**src/rtl/pulse_bw_pkg.sv**
```systemverilog
package pulse_bw_pkg;

  typedef logic [31:0] word_t;

  // words charged for one burst: (length field + 1) beats times words per beat
  function automatic word_t burst_charge(input word_t len_field, input word_t words_per_beat);
    return (len_field + 32'd1) * words_per_beat;
  endfunction

  // cap of zero disables the limit
  function automatic logic budget_fits(input word_t used, input word_t held,
                                       input word_t charge, input word_t cap);
    return (cap == 32'd0) || ((used + held + charge) <= cap);
  endfunction

endpackage

```
**src/rtl/pbg_period_timer.sv**
```systemverilog
module pbg_period_timer #(
  parameter int CNT_W = 16
) (
  input  logic             clk,
  input  logic             rst_n,
  input  logic [CNT_W-1:0] on_cycles,
  input  logic [CNT_W-1:0] off_cycles,
  output logic             gate_open,
  output logic             period_wrap
);
  localparam int SUM_W = CNT_W + 1;

  logic [SUM_W-1:0] period_len;
  logic [SUM_W-1:0] pos_q;
  logic [SUM_W-1:0] pos_inc;

  assign period_len  = {1'b0, on_cycles} + {1'b0, off_cycles};
  assign pos_inc     = pos_q + 1'b1;
  assign period_wrap = (pos_inc >= period_len);
  assign gate_open   = (period_len == '0) || (pos_q < {1'b0, on_cycles});

  always_ff @(posedge clk or negedge rst_n) begin
    if (!rst_n) begin
      pos_q <= '0;
    end else if (period_wrap) begin
      pos_q <= '0;
    end else begin
      pos_q <= pos_inc;
    end
  end

endmodule

```
**src/rtl/pbg_word_ledger.sv**
```systemverilog
module pbg_word_ledger
  import pulse_bw_pkg::*;
#(
  parameter int LEN_W = 8,
  parameter int CAP_W = 16,
  parameter int WPB   = 1
) (
  input  logic             clk,
  input  logic             rst_n,
  input  logic [CAP_W-1:0] cap,
  input  logic [LEN_W-1:0] ar_len,
  input  logic [LEN_W-1:0] aw_len,
  input  logic             ar_req,
  input  logic             aw_req,
  input  logic             ar_take,
  input  logic             aw_take,
  input  logic             period_wrap,
  output word_t            ar_charge,
  output word_t            aw_charge,
  output logic             ar_fit,
  output logic             aw_fit,
  output logic [CAP_W-1:0] used_q
);
  word_t            used_w;
  word_t            cap_w;
  word_t            ar_held;
  logic [CAP_W-1:0] spend;
  logic             aw_seen;

  generate
    if (WPB == 1) begin : g_unit_beat
      assign ar_charge = word_t'(ar_len) + 32'd1;
      assign aw_charge = word_t'(aw_len) + 32'd1;
    end else begin : g_wide_beat
      assign ar_charge = burst_charge(word_t'(ar_len), word_t'(WPB));
      assign aw_charge = burst_charge(word_t'(aw_len), word_t'(WPB));
    end
  endgenerate

  assign used_w  = word_t'(used_q);
  assign cap_w   = word_t'(cap);
  assign ar_fit  = budget_fits(used_w, 32'd0, ar_charge, cap_w);
  assign ar_held = (ar_req && ar_fit) ? ar_charge : 32'd0;
  assign aw_fit  = budget_fits(used_w, ar_held, aw_charge, cap_w);
  assign aw_seen = aw_req;

  assign spend = (ar_take ? ar_charge[CAP_W-1:0] : '0)
               + ((aw_take && aw_seen) ? aw_charge[CAP_W-1:0] : '0);

  always_ff @(posedge clk or negedge rst_n) begin
    if (!rst_n) begin
      used_q <= '0;
    end else if (period_wrap || (cap == '0)) begin
      used_q <= '0;
    end else begin
      used_q <= used_q + spend;
    end
  end

endmodule

```
**src/rtl/pbg_chan_gate.sv**
```systemverilog
module pbg_chan_gate #(
  parameter int PAY_W = 40
) (
  input  logic             s_valid,
  output logic             s_ready,
  input  logic [PAY_W-1:0] s_pay,
  output logic             m_valid,
  input  logic             m_ready,
  output logic [PAY_W-1:0] m_pay,
  input  logic             pass,
  output logic             take
);
  assign m_valid = s_valid && pass;
  assign s_ready = m_ready && pass;
  assign m_pay   = s_pay;
  assign take    = m_valid && m_ready;
endmodule

```
**src/rtl/pulse_bw_gate.sv**
```systemverilog
module pulse_bw_gate
  import pulse_bw_pkg::*;
#(
  parameter int ADDR_W = 32,
  parameter int LEN_W  = 8,
  parameter int CNT_W  = 16,
  parameter int CAP_W  = 16,
  parameter int DATA_W = 64
) (
  input  logic              clk,
  input  logic              rst_n,
  input  logic [CNT_W-1:0]  cfg_on_cycles,
  input  logic [CNT_W-1:0]  cfg_off_cycles,
  input  logic [CAP_W-1:0]  cfg_word_cap,
  input  logic              s_ar_valid,
  output logic              s_ar_ready,
  input  logic [ADDR_W-1:0] s_ar_addr,
  input  logic [LEN_W-1:0]  s_ar_len,
  output logic              m_ar_valid,
  input  logic              m_ar_ready,
  output logic [ADDR_W-1:0] m_ar_addr,
  output logic [LEN_W-1:0]  m_ar_len,
  input  logic              s_aw_valid,
  output logic              s_aw_ready,
  input  logic [ADDR_W-1:0] s_aw_addr,
  input  logic [LEN_W-1:0]  s_aw_len,
  output logic              m_aw_valid,
  input  logic              m_aw_ready,
  output logic [ADDR_W-1:0] m_aw_addr,
  output logic [LEN_W-1:0]  m_aw_len
);
  localparam int WORD_W = 64;
  localparam int WPB    = (DATA_W >= WORD_W) ? (DATA_W / WORD_W) : 1;
  localparam int PAY_W  = ADDR_W + LEN_W;

  logic             gate_open;
  logic             period_wrap;
  logic             ar_fit;
  logic             aw_fit;
  logic             ar_take;
  logic             aw_take;
  word_t            ar_charge;
  word_t            aw_charge;
  logic [CAP_W-1:0] ledger_used;

  pbg_period_timer #(.CNT_W(CNT_W)) timer_i (
    .clk        (clk),
    .rst_n      (rst_n),
    .on_cycles  (cfg_on_cycles),
    .off_cycles (cfg_off_cycles),
    .gate_open  (gate_open),
    .period_wrap(period_wrap)
  );

  pbg_word_ledger #(.LEN_W(LEN_W), .CAP_W(CAP_W), .WPB(WPB)) ledger_i (
    .clk        (clk),
    .rst_n      (rst_n),
    .cap        (cfg_word_cap),
    .ar_len     (s_ar_len),
    .aw_len     (s_aw_len),
    .ar_req     (s_ar_valid),
    .aw_req     (s_aw_valid),
    .ar_take    (ar_take),
    .aw_take    (aw_take),
    .period_wrap(period_wrap),
    .ar_charge  (ar_charge),
    .aw_charge  (aw_charge),
    .ar_fit     (ar_fit),
    .aw_fit     (aw_fit),
    .used_q     (ledger_used)
  );

  pbg_chan_gate #(.PAY_W(PAY_W)) ar_gate_i (
    .s_valid(s_ar_valid),
    .s_ready(s_ar_ready),
    .s_pay  ({s_ar_addr, s_ar_len}),
    .m_valid(m_ar_valid),
    .m_ready(m_ar_ready),
    .m_pay  ({m_ar_addr, m_ar_len}),
    .pass   (gate_open && ar_fit),
    .take   (ar_take)
  );

  pbg_chan_gate #(.PAY_W(PAY_W)) aw_gate_i (
    .s_valid(s_aw_valid),
    .s_ready(s_aw_ready),
    .s_pay  ({s_aw_addr, s_aw_len}),
    .m_valid(m_aw_valid),
    .m_ready(m_aw_ready),
    .m_pay  ({m_aw_addr, m_aw_len}),
    .pass   (gate_open && aw_fit),
    .take   (aw_take)
  );

endmodule

```
**config.mk**
```make
export PLATFORM = sky130hd
export DESIGN_NAME = pulse_bw_gate
export DESIGN_NICKNAME = d
export VERILOG_FILES = /design/src/rtl/pulse_bw_pkg.sv /design/src/rtl/pbg_period_timer.sv /design/src/rtl/pbg_word_ledger.sv /design/src/rtl/pbg_chan_gate.sv /design/src/rtl/pulse_bw_gate.sv
export SDC_FILE = /design/constraint.sdc
export NUM_CORES = 1
export LEC_CHECK = 0
export ABC_AREA = 1
export CORE_MARGIN = 4
export CORE_UTILIZATION = 45
export DETAILED_ROUTE_END_ITERATION = 10
export GPL_TIMING_DRIVEN = 0
export HOLD_SLACK_MARGIN = 0.08
export PLACE_DENSITY = 0.77
export SYNTH_ARGS = -nofsm -noshare
export SYNTH_HDL_FRONTEND = slang
export SYNTH_SLANG_ARGS = --single-unit
```
**constraint.sdc**
```tcl
create_clock -name clk -period 31.2 [get_ports clk]
set_input_delay 6.24 -clock clk [delete_from_list [all_inputs] [get_ports clk]]
set_output_delay 6.24 -clock clk [all_outputs]
set_load 0.01 [all_outputs]
```
## After elaboration in Yosys (flattened, before gate mapping)

Cells that the tools add are included.

- Flip-flop bits (word level): 33

- Add/sub/neg operators: 9
- Order comparisons: 4
- Muxes and demuxes: 5
- Reductions and logical operators: 17

Operators by type and width:

| kind | count |
|---|---|
| adder 16 x 32 -> 32 bit | 2 |
| <= comparator 32 x 16 -> 1 bit | 2 |
| 2-to-1 mux 16 bit | 3 |
| adder 16 bit | 2 |
| adder 32 bit | 1 |
| logical NOT 32 bit | 1 |
| 2-to-1 mux 32 bit | 1 |
| adder 8 x 1 -> 9 bit, second input constant | 2 |
| adder 16 x 16 -> 17 bit | 1 |
| adder 17 x 1 -> 17 bit, second input constant | 1 |
| >= comparator 17 bit | 1 |
| logical NOT 17 bit | 1 |
| less-than comparator 17 x 16 -> 1 bit | 1 |
| 2-to-1 mux 17 bit | 1 |
| logical NOT 16 bit | 1 |
| logical AND 1 bit | 10 |
| logical OR 1 bit | 4 |

## Depth between registers and ports, before layout

Gate-level depths: netlist (run 1).

- Depth after elaboration: 18
- Depth in mapped cells: 59
- Depth with buffers taken out: 59

## Hierarchy

From an unflattened synthesis (run 1), not the netlist that was laid out.

- Cell total of the unflattened synthesis: 1078
- Area, all modules: 7327.0 um^2

By module, submodules not included:

| module | times used | cells each | area an instance (um^2) | seq. area each (um^2) |
|---|---|---|---|---|
| pbg_word_ledger | 1 | 558 | 3967.6 | 400.4 |
| pbg_period_timer | 1 | 424 | 2693.8 | 425.4 |
| pbg_chan_gate | 2 | 46 | 325.3 | 0.0 |
| pulse_bw_gate | 1 | 4 | 15.0 | 0.0 |

## Worst setup path after synthesis (run 1)

OpenSTA, ideal clock, no wires.

- Path type: input to output
- Start: input port s_ar_len[0]
- End: output port m_aw_valid
- Data arrival time: 12.340 ns
- Data required time: 24.960 ns
- Setup slack: 12.620 ns
- Stages on the path: 43
- Buffers on the path: 0
- Path through: ha_1 -> nand3_1 -> xor2_1 -> inv_1 -> ha_1 -> nand2_1 -> nor3_1 -> nand3_1 -> o2111ai_1 -> nand3_1 -> nor3_1 -> xor2_1 -> ha_1 -> nand2_1 -> nor4_1 -> nand3_1 -> nand3b_1 -> nand2_2 -> [... 7 more ...] -> inv_1 -> a31oi_1 -> o221ai_1 -> a21oi_1 -> nor2_1 -> nand2_1 -> nor2_1 -> xor2_1 -> ha_1 -> a21oi_1 -> o21ai_0 -> a21oi_1 -> nand3_1 -> nand2_1 -> nor2_1 -> a21oi_4 -> inv_2 -> nor2_1

- Cells in the longest elaborated chain, start to end: 12

Ends and longest elaborated chain:

| element | RTL line | RTL |
|---|---|---|
| start: declaration | pulse_bw_gate.sv:18 | `input logic [LEN_W-1:0] s_ar_len,` |
| adder 8 x 1 -> 9 bit (*) | pbg_word_ledger.sv:32 | `assign ar_charge = word_t'(ar_len) + 32'd1;` |
| adder 16 x 32 -> 32 bit | pulse_bw_pkg.sv:13 | `return (cap == 32'd0) \|\| ((used + held + charge) <= cap);` |
| <= comparator 32 x 16 -> 1 bit | pulse_bw_pkg.sv:13 |  |
| logical OR 1 bit | pulse_bw_pkg.sv:13 |  |
| logical AND 1 bit | pbg_word_ledger.sv:43 | `assign ar_held = (ar_req && ar_fit) ? ar_charge : 32'd0;` |
| 2-to-1 mux 32 bit (*) | pbg_word_ledger.sv:43 |  |
| adder 16 x 32 -> 32 bit (*) | pulse_bw_pkg.sv:13 |  |
| adder 32 bit (*) | pulse_bw_pkg.sv:13 |  |
| <= comparator 32 x 16 -> 1 bit (*) | pulse_bw_pkg.sv:13 |  |
| logical OR 1 bit (*) | pulse_bw_pkg.sv:13 |  |
| logical AND 1 bit (*) | pulse_bw_gate.sv:91 | `.pass (gate_open && aw_fit),` |
| logical AND 1 bit (*) | pbg_chan_gate.sv:13 | `assign m_valid = s_valid && pass;` |
| end: declaration | pulse_bw_gate.sv:27 | `output logic m_aw_valid,` |

Mark *: on every way between the ends. The rest lies on a longest branch, timed or not.

## Worst setup path in the final report (run 1)

Ends and elaborated chain as after synthesis.

==> flow_summary.html, run 1 <==
<table>
<tr><th>Metric</th><th>Value</th></tr>
<tr><th colspan="2">STA</th></tr>
<tr><td>Sum Neg Setup Slack</td><td>0 ns</td></tr>
<tr><td>Final-report max-slew violation count</td><td>0</td></tr>
<tr><td>Setup repair after global routing missed its margin</td><td>no</td></tr>
<tr><td>Transition time of the tightest slew-check pin</td><td>0.797 ns</td></tr>
<tr><td>Final setup violation count</td><td>0</td></tr>
<tr><td>FMAX</td><td>47.8 MHz</td></tr>
<tr><td>Minimum period implied by the final worst setup slack</td><td>20.92 ns</td></tr>
<tr><td>Post-route worst hold slack</td><td>0.515 ns</td></tr>
<tr><td>Fin crit share</td><td>67.1%</td></tr>
<tr><td>Number of hold violations in the final report</td><td>0</td></tr>
<tr><td>Worst slew slack as a fraction of its limit</td><td>46.9%</td></tr>
<tr><td>Setup skew after layout</td><td>0.00768 ns</td></tr>
<tr><td>Worst setup margin</td><td>10.28 ns</td></tr>
<tr><th colspan="2">Global routing</th></tr>
<tr><td>First-pass GRT wire length</td><td>29.5 mm</td></tr>
<tr><td>GR Overflow Total</td><td>0</td></tr>
<tr><td>Via count of the first global-routing pass</td><td>6,688</td></tr>
<tr><td>Antenna violations before repair</td><td>0</td></tr>
<tr><td>Global-route usage over all layers</td><td>19.3%</td></tr>
<tr><td>Pin count of the biggest net entering global routing</td><td>34</td></tr>
<tr><th colspan="2">Floorplan</th></tr>
<tr><td>Horizontal extent of the die</td><td>134 microns</td></tr>
<tr><td>Initial cell density of the core</td><td>46.5%</td></tr>
<tr><td>Die Height</td><td>134 microns</td></tr>
<tr><td>Number of placement rows</td><td>45</td></tr>
<tr><td>Die footprint</td><td>18,000 sq um</td></tr>
<tr><td>Boundary pin count</td><td>218</td></tr>
<tr><td>Core area</td><td>15,400 sq um</td></tr>
<tr><th colspan="2">Clocking</th></tr>
<tr><td>Number of clock sinks</td><td>33</td></tr>
<tr><td>CTS clk-pin slew, worst paths</td><td>0.06 ns</td></tr>
<tr><td>Number of setup buffers added after CTS</td><td>0</td></tr>
<tr><td>Skew-Pair Late Insertion Delay</td><td>0.28 ns</td></tr>
<tr><td>TritonCTS clock tree</td><td>yes</td></tr>
<tr><td>Num CTS Buffers</td><td>5</td></tr>
<tr><td>Number of cells upsized or downsized after cts</td><td>0</td></tr>
<tr><td>Clock tree root buffer cell</td><td>clkbuf_16</td></tr>
<tr><td>Longest Clk Path Bufs</td><td>2</td></tr>
<tr><td>CTS hold repair buffers</td><td>0</td></tr>
<tr><td>Deepest level of the CTS H-tree</td><td>2</td></tr>
<tr><th colspan="2">Worst setup path</th></tr>
<tr><td>Worst setup path class</td><td>input pin to output port</td></tr>
<tr><td>FF-to-FF End</td><td>ledger_i.used_q[15]$_DFF_PN0_</td></tr>
<tr><td>Worst r2r path cells</td><td>51</td></tr>
<tr><td>CP Data Required Time</td><td>24.96 ns</td></tr>
<tr><td>Maximum single-stage delay on the critical path</td><td>0.55 ns</td></tr>
<tr><td>Cell type of the slowest stage on the worst timing path</td><td>clkdlybuf4s50_1</td></tr>
<tr><td>Capturing element type of the critical path</td><td>output port</td></tr>
<tr><td>Critical path fanouts, max</td><td>9</td></tr>
<tr><td>Critical Path AT</td><td>14.68 ns</td></tr>
<tr><td>Setup slack, reg-to-reg</td><td>21.55 ns</td></tr>
<tr><td>Startpoint Class</td><td>input pin</td></tr>
<tr><td>Launch point of the worst reg-to-reg path</td><td>ledger_i.used_q[1]$_DFF_PN0_</td></tr>
<tr><th colspan="2">Route</th></tr>
<tr><td>DRC violations left</td><td>0</td></tr>
<tr><td>Post-detailed-route wirelength per cell</td><td>12.6 microns</td></tr>
<tr><td>Post-detailed-route count of antenna-violating nets</td><td>0</td></tr>
<tr><td>Via/cell ratio</td><td>4.87</td></tr>
<tr><td>Final Routed Wirelength</td><td>18.0 mm</td></tr>
<tr><td>Vias</td><td>6,988</td></tr>
<tr><td>Count of routing violations after the opening detailed-route iteration</td><td>500</td></tr>
<tr><td>Number of detailed-route iterations in the first pass</td><td>5</td></tr>
<tr><th colspan="2">Synth</th></tr>
<tr><td>Synth Area in Simple Gates</td><td>26.9%</td></tr>
<tr><td>Top flip-flop cell by instance count after synthesis</td><td>dfrtp_1</td></tr>
<tr><td>Number of distinct library cell variants in the gate-level netlist after synthesis</td><td>42</td></tr>
<tr><td>Adder-Cell Fraction of Synth Area</td><td>25.4%</td></tr>
<tr><td>Synthesized-area fraction occupied by xor and xnor cells</td><td>6.23%</td></tr>
<tr><td>Synth Area in Compound Gates</td><td>10.1%</td></tr>
<tr><td>Synthesized netlist net count</td><td>1,332</td></tr>
<tr><td>Warnings from Yosys</td><td>0</td></tr>
<tr><td>Number of synthesized flops with an enable pin</td><td>0</td></tr>
<tr><td>Synthesized area per cell</td><td>6.71 sq um</td></tr>
<tr><td>Portion of netlist area occupied by mux cells</td><td>0%</td></tr>
<tr><td>Post-synth design cell area</td><td>7150 sq um</td></tr>
<tr><td>Post-synthesis cell count</td><td>1,066</td></tr>
<tr><td>Share of flip-flops with an asynchronous set or reset after synthesis</td><td>100%</td></tr>
<tr><td>Sequential cell area fraction in the yosys report</td><td>11.5%</td></tr>
<tr><td>Count of state elements after synthesis</td><td>33</td></tr>
<tr><td>Dominant combinational cell family by area after synthesis</td><td>simple AND/OR/NAND/NOR gates</td></tr>
<tr><th colspan="2">Placed design</th></tr>
<tr><td>HPWL after DPL</td><td>15.7 mm</td></tr>
<tr><td>Final RePlAce weighted congestion</td><td>0.876</td></tr>
<tr><td>Worst slack at placement</td><td>10.37 ns</td></tr>
<tr><td>IO buf count</td><td>151</td></tr>
<tr><th colspan="2">Layout</th></tr>
<tr><td>Ratio of cells with drive above 1 in the final layout</td><td>10.4%</td></tr>
<tr><td>Most frequent cells in the layout</td><td>inv_1 (207), nand2_1 (194), clkdlybuf4s50_1 (150)</td></tr>
<tr><td>Antenna diodes</td><td>0</td></tr>
<tr><td>Leading cell type in the layout, fill and taps excluded</td><td>inv_1</td></tr>
<tr><td>Final Net Count</td><td>1,490</td></tr>
<tr><td>Area growth from synthesis to layout</td><td>27.2%</td></tr>
<tr><th colspan="2">Worst hold path</th></tr>
<tr><td>Hold Path Cell Cnt</td><td>1</td></tr>
<tr><td>Hold worst-path end</td><td>timer_i.pos_q[0]$_DFF_PN0_</td></tr>
<tr><td>Worst min path class</td><td>flop to flop</td></tr>
<tr><td>Worst hold path startpoint</td><td>timer_i.pos_q[0]$_DFF_PN0_</td></tr>
<tr><th colspan="2">Power and ir drop</th></tr>
<tr><td>Total power divided by cell area</td><td>66.3 nW/um^2</td></tr>
<tr><td>Leak Pwr</td><td>0.00489 uW</td></tr>
<tr><td>Worst IR Drop VDD</td><td>0.0355 mV</td></tr>
<tr><th colspan="2">Run status</th></tr>
<tr><td>Outcome</td><td>completed</td></tr>
<tr><th colspan="2">Flow run</th></tr>
<tr><td>Count of max-cap constraint violations</td><td>0</td></tr>
</table>
[stage by stage]
| stage | instances | total power (uW) | cell area [sq um] | utilization [%] |
|---|---|---|---|---|
| finish | 1436 | 603 | 9090 | 59.2 |
| global route | 1436 | 679 | 9090 | 59.2 |
| CTS | 1436 | 604 | 9090 | 59.2 |
| detailed placement | 1428 | 541 | 8920 | 58.0 |
| global placement | 1428 | 526 | 8930 | 58.1 |
| floorplan | 1066 | 423 | 7150 | - |
[logic make-up (layout without fill, tap and decap cells)]
kind of cell | count (synthesis) | count (layout)
AO/OA/AOI/OAI | 125 | 125
flip-flops | 33 | 33
buffers and inverters | 297 | 456
adder cells (fa/ha/maj) | 132 | 132
AND/OR/NAND/NOR | 429 | 429
XOR/XNOR | 50 | 50
[per-layer routing]
metal  up-vias  GRT usage (%)  part of all wire (%)
li1       3636              -                     -
met2       215           33.9                    47
met5         -              0                     0
met1      3130           26.3                    46
met3         7           2.96                   6.6
met4         0           1.47                  0.30
[sequential cells by signal (all words and copies together) (netlist names)]
register and flops:
timer_i.pos_q 17, ledger_i.used_q 16
[critical path: cells and delay by family]
family | cells | cell delay (ns)
xor+xnor | 3 | 0.55
compound gates | 8 | 1.37
buf+inv | 8 | 1.65
fa+ha+maj | 7 | 2.06
simple gates | 19 | 2.80
[synthesized netlist by cell type, drive strengths merged (2+ instances only)]
master	count	area share (%)
a21o	3	0.31
a21oi	74	5.5
a31oi	3	0.26
and2	6	0.52
buf	82	8.5
clkbuf	3	0.19
dfrtp	33	12
fa	22	6.2
ha	110	19
inv	212	11
nand2	206	11
nand3	54	4.1
nand3b	7	0.73
nand4	26	2.5
nor2	106	5.9
nor3	18	1.4
nor4	4	0.35
o2111ai	3	0.45
o211ai	4	0.42
o21ai	30	2.1
o21bai	3	0.31
o31ai	2	0.21
xnor2	11	1.3
xor2	39	4.9
[how the worst max path moves through the flow]
stage | startpoint | to | depth (start not counted)
after floorplan | s_ar_len[0] | m_aw_valid | 43
final | s_ar_len[0] | m_aw_valid | 45
after global routing | s_ar_len[0] | s_aw_ready | 45
after CTS | s_ar_len[0] | m_aw_valid | 45
after detailed placement | s_ar_len[0] | m_aw_valid | 45
after global placement | s_ar_len[0] | m_aw_valid | 45
[layout make-up]
type	count	area, sq um
fill	1489	6280
multi-input combinational	736	4910
timing repair buffer	151	1510
sequential	33	826
inverter	212	796
buffer	85	622
tap	211	264
clock buffer	5	125
clock inverter	3	46.3
[where the power goes]
group          total, uW  internal (uW)  switching, uW  leakage [uW]
Combinational        471            198            273       0.00440
Clock               57.1           37.8           19.3     0.0000800
Sequential          75.4           58.2           17.2      0.000411
(Power assumes the default switching activity.)
==> inputs of run 2 (changes only) <==
==> constraint.sdc (replaced) <==
create_clock -name clk -period 21.3 [get_ports clk]
set_input_delay 4.26 -clock clk [delete_from_list [all_inputs] [get_ports clk]]
set_output_delay 4.26 -clock clk [all_outputs]
set_load 0.01 [all_outputs]
==> results of run 2 <==
The final DEF is identical to that of run 1. Status: completed.
Main changes from that run: setup slack after placement 10.37 ns -> 4.43 ns; setup slack after layout 10.28 ns -> 4.34 ns; register-to-register setup slack 21.55 ns -> 11.65 ns; total power 603 uW -> 884 uW; worst IR drop on VDD 0.0355 mV -> 0.0520 mV
==> inputs of run 3 (changes only) <==
==> constraint.sdc (replaced) <==
create_clock -name clk -period 17.2 [get_ports clk]
set_input_delay 3.44 -clock clk [delete_from_list [all_inputs] [get_ports clk]]
set_output_delay 3.44 -clock clk [all_outputs]
set_load 0.01 [all_outputs]
==> results of run 3 <==
The final DEF is identical to that of run 1. Status: completed.
Main changes from that run: setup slack after placement 10.37 ns -> 1.97 ns; setup slack after layout 10.28 ns -> 1.88 ns; register-to-register setup slack 21.55 ns -> 7.55 ns; total power 603 uW -> 1090 uW; worst IR drop on VDD 0.0355 mV -> 0.0644 mV
